File: src/rtl/sbar_pkg.sv
package sbar_pkg;
  typedef struct packed {
    logic fire;      // every participant ready this edge
    logic maskLoad;  // write participation mask this edge
  } barStrobe_t;
endpackage

File: src/rtl/sbar_datapath.sv
module sbar_datapath
  import sbar_pkg::*;
#(
  parameter int NUM_PROC = 4
) (
  input  logic                clk,
  input  logic                rst,
  input  barStrobe_t          strobe,
  input  logic [NUM_PROC-1:0] maskData,
  input  logic [NUM_PROC-1:0] acceptVec,
  input  logic [NUM_PROC-1:0] errSetVec,
  input  logic [NUM_PROC-1:0] consumeVec,
  output logic [NUM_PROC-1:0] maskReg,
  output logic [NUM_PROC-1:0] readyQ,
  output logic [NUM_PROC-1:0] syncedQ,
  output logic [NUM_PROC-1:0] errQ
);
  localparam logic [NUM_PROC-1:0] MASK_RESET = '1;

  always_ff @(posedge clk) begin
    if (rst) begin
      maskReg <= MASK_RESET;
      readyQ  <= '0;
      syncedQ <= '0;
      errQ    <= '0;
    end else begin
      if (strobe.maskLoad) maskReg <= maskData;
      readyQ  <= strobe.fire ? '0 : (readyQ | acceptVec);
      syncedQ <= (syncedQ & ~consumeVec) | (strobe.fire ? maskReg : '0);
      errQ    <= errQ | errSetVec;
    end
  end

  AST_FIRE_CLEARS_READY: assert property (@(posedge clk) disable iff (rst)
    strobe.fire |=> (readyQ == '0));

  AST_FIRE_SETS_SYNC: assert property (@(posedge clk) disable iff (rst)
    strobe.fire |=> ((syncedQ & $past(maskReg)) == $past(maskReg)));

  AST_SYNC_NEEDS_FIRE: assert property (@(posedge clk) disable iff (rst)
    ((syncedQ & ~$past(syncedQ)) != '0) |-> $past(strobe.fire));

  AST_ERR_STICKY: assert property (@(posedge clk) disable iff (rst)
    (($past(errQ) & ~errQ) == '0));

  AST_READY_SYNC_EXCL: assert property (@(posedge clk) disable iff (rst)
    ((readyQ & syncedQ) == '0));
endmodule

File: src/rtl/sbar_ctrl.sv
module sbar_ctrl
  import sbar_pkg::*;
#(
  parameter int NUM_PROC = 4
) (
  input  logic                clk,
  input  logic                rst,
  input  logic                maskWe,
  input  logic [NUM_PROC-1:0] enterPulse,
  input  logic [NUM_PROC-1:0] exitReq,
  input  logic [NUM_PROC-1:0] maskReg,
  input  logic [NUM_PROC-1:0] readyQ,
  input  logic [NUM_PROC-1:0] syncedQ,
  output barStrobe_t          strobe,
  output logic [NUM_PROC-1:0] acceptVec,
  output logic [NUM_PROC-1:0] errSetVec,
  output logic [NUM_PROC-1:0] consumeVec,
  output logic [NUM_PROC-1:0] goAhead,
  output logic [NUM_PROC-1:0] stall
);
  logic [NUM_PROC-1:0] pendingEp;
  logic [NUM_PROC-1:0] readyNext;

  always_comb begin
    pendingEp  = readyQ | syncedQ;
    acceptVec  = enterPulse & maskReg & ~pendingEp;
    errSetVec  = enterPulse & maskReg & pendingEp;
    readyNext  = readyQ | acceptVec;
    strobe.fire     = (|maskReg) && (&(readyNext | ~maskReg));
    strobe.maskLoad = maskWe;
    goAhead    = exitReq & (syncedQ | ~maskReg);
    stall      = exitReq & ~goAhead;
    consumeVec = exitReq & syncedQ;
  end

  AST_STALL_ONLY_PARTICIPANT: assert property (@(posedge clk) disable iff (rst)
    ((stall & ~maskReg) == '0));

  AST_NO_ACCEPT_WHILE_SYNCED: assert property (@(posedge clk) disable iff (rst)
    ((acceptVec & syncedQ) == '0));
endmodule

File: src/rtl/split_barrier_sync.sv
module split_barrier_sync
  import sbar_pkg::*;
#(
  parameter int NUM_PROC = 4
) (
  input  logic                clk,
  input  logic                rst,
  input  logic                maskWe,
  input  logic [NUM_PROC-1:0] maskData,
  input  logic [NUM_PROC-1:0] enterPulse,
  input  logic [NUM_PROC-1:0] exitReq,
  output logic [NUM_PROC-1:0] goAhead,
  output logic [NUM_PROC-1:0] stall,
  output logic [NUM_PROC-1:0] enterErr
);
  barStrobe_t          strobe;
  logic [NUM_PROC-1:0] maskReg, readyQ, syncedQ;
  logic [NUM_PROC-1:0] acceptVec, errSetVec, consumeVec;

  sbar_ctrl #(.NUM_PROC(NUM_PROC)) ctrl_i (
    .clk(clk), .rst(rst), .maskWe(maskWe), .enterPulse(enterPulse),
    .exitReq(exitReq), .maskReg(maskReg), .readyQ(readyQ), .syncedQ(syncedQ),
    .strobe(strobe), .acceptVec(acceptVec), .errSetVec(errSetVec),
    .consumeVec(consumeVec), .goAhead(goAhead), .stall(stall)
  );

  sbar_datapath #(.NUM_PROC(NUM_PROC)) dp_i (
    .clk(clk), .rst(rst), .strobe(strobe), .maskData(maskData),
    .acceptVec(acceptVec), .errSetVec(errSetVec), .consumeVec(consumeVec),
    .maskReg(maskReg), .readyQ(readyQ), .syncedQ(syncedQ), .errQ(enterErr)
  );
endmodule

File: config.mk
export PLATFORM = sky130hd
export DESIGN_NAME = split_barrier_sync
export DESIGN_NICKNAME = d
export VERILOG_FILES = /design/src/rtl/sbar_pkg.sv /design/src/rtl/sbar_datapath.sv /design/src/rtl/sbar_ctrl.sv /design/src/rtl/split_barrier_sync.sv
export SDC_FILE = /design/constraint.sdc
export NUM_CORES = 1
export LEC_CHECK = 0
export ABC_AREA = 1
export BUFFER_PORTS_ARGS = -buffer_cell sky130_fd_sc_hd__buf_2
export CAP_MARGIN = 20
export CORE_MARGIN = 2
export CORE_UTILIZATION = 35
export CTS_BUF_LIST = sky130_fd_sc_hd__clkbuf_8
export DETAILED_ROUTE_END_ITERATION = 8
export PLACE_DENSITY = 0.63
export SYNTH_ARGS = -nofsm -noshare
export SYNTH_HDL_FRONTEND = slang
export SYNTH_SLANG_ARGS = --single-unit
File: constraint.sdc
create_clock -name clk -period 1.1 [get_ports clk]
set_input_delay 0 -clock clk [delete_from_list [all_inputs] [get_ports clk]]
set_output_delay 0 -clock clk [all_outputs]
set_load 0.005 [all_outputs]
; Yosys cells after proc, flatten, opt, wreduce, memory -nomap -nowiden
; Cells that the tools add are included.
[word_totals]
wordCells = 26
in_bits = 15
regBits = 16
[op_classes]
reduce_logical = 4
bitwise_logic = 17
muxes = 1
[op_table]
columns = operator, count
row1 = $and A4 B4 Y4, 7
row2 = $or A4 B4 Y4, 6
row3 = $not A4 Y4, 4
row4 = $mux W4, 1
row5 = $reduce_and A4 Y1, 1
row6 = $reduce_or A4 Y1, 1
row7 = $reduce_or A2 Y1, 1
row8 = $logic_and A1 B1 Y1, 1

; Logic depth before layout (Yosys ltp)
[depth]
ltp_word = 9
ltp_mapped = 8

; Hierarchy
; Synthesis repeated with hierarchy kept, for this count alone.
[hier_totals]
hier_cells = 128
area_unflattened_um2 = 797.0
[modules_own_cells]
columns = mod, instances, area_per_inst_um2, cells_per_inst
row1 = sbar_datapath, 1, 523.0, 64
row2 = sbar_ctrl, 1, 274.0, 64

; Worst setup path before layout
; No wires, ideal clock.
[synth_timing]
kind = register -> register
start = reg dp_i.maskReg[3]
end = reg dp_i.readyQ[0]
synth_period_minus_slack_ps = 1019
path_buffers = 0
setup_time_ps = 117
path_stages_with_launch = 8
arrival_time_ps = 902
setup_slack_ps = 81
path_cell_list = dfxtp_1 -> nand3_1 -> nand3_1 -> nand2_2 -> nor2_4 -> nand2_1 -> nand2_2 -> a21oi_1
[synth_between]
elab_chain_cells = 7
[synth_lines]
columns = element, line_no
row1 = "start, declared", sbar_datapath.sv:13  ; output logic [NUM_PROC-1:0] maskReg,
row2 = "start signal, assigned", sbar_datapath.sv:27  ; if (strobe.maskLoad) maskReg <= maskData;
row3 = $and A4 B4 Y4 (2 in a row), sbar_ctrl.sv:26  ; acceptVec = enterPulse & maskReg & ~pendingEp;
row4 = $or A4 B4 Y4, sbar_ctrl.sv:28  ; readyNext = readyQ | acceptVec;
row5 = $or A4 B4 Y4, sbar_ctrl.sv:29  ; strobe.fire = (|maskReg) && (&(readyNext | ~maskReg));
row6 = $reduce_and A4 Y1, sbar_ctrl.sv:29
row7 = $logic_and A1 B1 Y1 (*), sbar_ctrl.sv:29
row8 = $reduce_or A2 Y1 (no source line) (*), --
row9 = "end signal, assigned", sbar_datapath.sv:28  ; readyQ <= strobe.fire ? '0 : (readyQ | acceptVec);
row10 = "end, declared", sbar_datapath.sv:14  ; output logic [NUM_PROC-1:0] readyQ,
; Every way passes the cells marked *; elsewhere a longest branch is shown, timed or not.
; A chain may end at the register's enable or synchronous reset.

; Final worst setup path
; Same ends and word-level chain as after synthesis.

==> metrics <==
status finished clean; kind of critical path reg -> reg; worst vdd ir around 0.76 mV; DR vias/cell between 4 and 5; share of cells above drive strength 1 46.5%; filler cell count 190; port bufs 26; cell count after synthesis around 100; fin crit period 1090 ps; Final Cycle Share just under 100%; ranking of synthesized cells by area dfxtp_1 45%, a21oi_1 14%, nand3_1 8.5%; Core Rows 16; worst setup path start dp_i.maskReg[3]; Initial DRC Count 14; CP endpoint kind register; Power Dens Cells ~1300 nW/um2; Worst Path Required approximately 1200 ps; Synth Area in XOR/XNOR 0%; unique cell type count in the Yosys netlist 14; Psw a little over 400 uW; Post-DRT Antenna Nets 0; Clock Pin Slew Worst Setup and Hold Paths approximately 60 ps; compound-gate portion of the synthesized area roughly 17%; Max stage delay on crit path around 370 ps; largest family of logic cells by synthesized area simple AND/OR/NAND/NOR gates; core area roughly 1900 um2; synthesized area just over 700 um2; Die Ht 48.9 um; number of hold violations in the final report 0; sequential power share a little under half; setup ws final between 10 and 15 ps; Static Leak approximately 0.55 nW; Ant. Diodes 0; CTS buffer count 3; WHS Endpoint dp_i.maskReg[1]; DP Area just over 900 um2; RR Endpoint dp_i.readyQ[0]; area grow syn2layout 53.8%; RSZ-0062 raised after global routing true; clock sinks 16; Clk pwr share roughly 29%; leading area contributor after synthesis dfxtp_1; post-synth top area share between 40% and 50%; post-DP HPWL between 1000 and 1500 um; Hold WC Path Type in -> reg; number of synthesized flops with an enable pin 0; Post-Synth Simple-Gate Area roughly a quarter; Worst slew margin 81.6%; Final Net Count between 150 and 200; Cell Int Power about 1.1 mW; crit-path cells buf_4 > nand3_2 > nand2_2 > nor2_4 > nand2_2 > nand2_4 > a21oi_1; CTS max path bufs 2; adder-cell share of the synthesized area 0%; Clock Skew 1.85 ps; R2R depth 7; max-cap viol count 0; Comb pwr share around 25%; Hold Path Depth 3; Worst-Skew Late Latency 240 ps; post-synthesis sequential area ratio between 40% and 50%; FF/Latch Area ~340 um2; initial core utilization approximately 37%; DRC Markers 0; r2r setup slk 10 ps; worst slew pin tran 277 ps; Max H-tree Level 1; Warnings, synthesis 0; max-slew violation count 0; min-delay src maskData[1]; Synth top cells by count 20 x a21oi_1, 16 x dfxtp_1, 16 x inv_1; Worst EP arrival 1220 ps; Reg-to-Reg Start dp_i.maskReg[3]; Switching Share around 28%; Post-Syn Nets roughly 120; Post-Syn Area per Cell 6.97 um2; Final Setup Violations 0; CP startpoint kind register; fmax just over 900 MHz; vias in the first global route 630; Global Route Usage Sum between 10 and 15%; clk root buf clkbuf_8; Power Total about 1.5 mW; cell with the most instances after synthesis a21oi_1; worst hold slack about 16 ps; TritonRoute pass-1 iters 4; multi-input logic area 362 um2; Slowest-stage cell, CP dfxtp_4; proportion of synthesized area in mux cells 0%; FF+latch count, synth 16; largest net degree at the start of global routing 14; Detailed Route WL between 1500 and 2000 um; routability cong. approximately 0.75; largest fanout on the critical path 5; DR vias between 700 and 800; Ports 27; CTS tree built; post-layout instance area 1080 um2; initial antenna violation count 0; gr ovfl total 0; FFs w/ async S/R, synth 0%; DIE AREA between 2000 and 2500 um2; first-pass GRT wire length around 2600 um; dpl ws -14.5 ps; dominant synthesized flop cell dfxtp_1; die width 48.9 um; most used cell, CP nand2_2; wire length per cell roughly 10 um
[critical path, delay by kind of cell, from the launching register on]
kind,cells,cell delay [ps]
AO/OA/AOI/OAI,1,40
buffers and inverters,1,140
flip-flops,1,370
AND/OR/NAND/NOR,5,430
[timing repair]
item | CTS | global route
hold buffers | 3 | 0
hold endpoints to repair | 3 | 0
gates cloned | 0 | 0
setup buffers | 0 | 1
pin swaps | 1 | 4
setup endpoints to repair | 7 | 12
resized for setup | 7 | 18
[stage by stage]
step	setup TNS [ps]	util, %	cells
global placement	-13.8	48.6	162
CTS	0	53.1	168
detailed placement	-54.8	48.6	162
floorplan	0	-	101
finish	0	56.4	169
global route	-382	56.4	169
[cells by family (layout without fill, tap and decap cells)]
kind of cell,count (synthesis),count (layout)
compound gates,24,24
buf+inv,20,61
simple gates,41,41
flops,16,16
[registers in the layout (all words and copies together) (netlist names)]
register,count
dp_i.maskReg,4
dp_i.errQ,4
dp_i.syncedQ,4
dp_i.readyQ,4
[layout make-up]
cell class	instances	share of cell area, %
multi-input cells	65	33.4
clock buffers	3	3.81
inverters	18	6.24
well taps	27	3.12
flip-flops and latches	16	31.1
repair buffers	40	22.4
[cells in the final DEF, fill, tap and decap left out, types with 4 or more instances in the layout]
cell / instances
buf_4: 11
nand3_1: 9
dfxtp_1: 9
o21ai_0: 4
inv_2: 5
a21oi_1: 17
buf_2: 26
inv_1: 13
nand2_1: 10
nor2_1: 10
dfxtp_2: 4
[power groups by stage]
stage	Sequential, mW	Combinational (mW)	Clock, mW
4_1_cts	0.671	0.335	0.428
3_3_place_gp	0.678	0.316	0
6_report	0.672	0.372	0.418
5_1_grt	0.679	0.416	0.459
3_5_place_dp	0.680	0.320	0
2_1_floorplan	0.675	0.188	0
[how the worst max path moves through the flow]
stage | to | slack, ps
after global routing | dp_i.readyQ[0] | -40
after global placement | dp_i.readyQ[1] | -4
after detailed placement | dp_i.readyQ[0] | -10
after floorplan | dp_i.readyQ[0] | 80
final | dp_i.readyQ[0] | 10
after CTS | stall[1] | 8
[layer usage]
layer | GRT usage (%) | part of all wire, %
met1 | 18.4 | 47
met4 | 7.14 | 0.82
met3 | 1.84 | 3.9
met5 | 0 | 0
met2 | 24.0 | 48
Note: power is estimated with default switching activity, not from simulation.
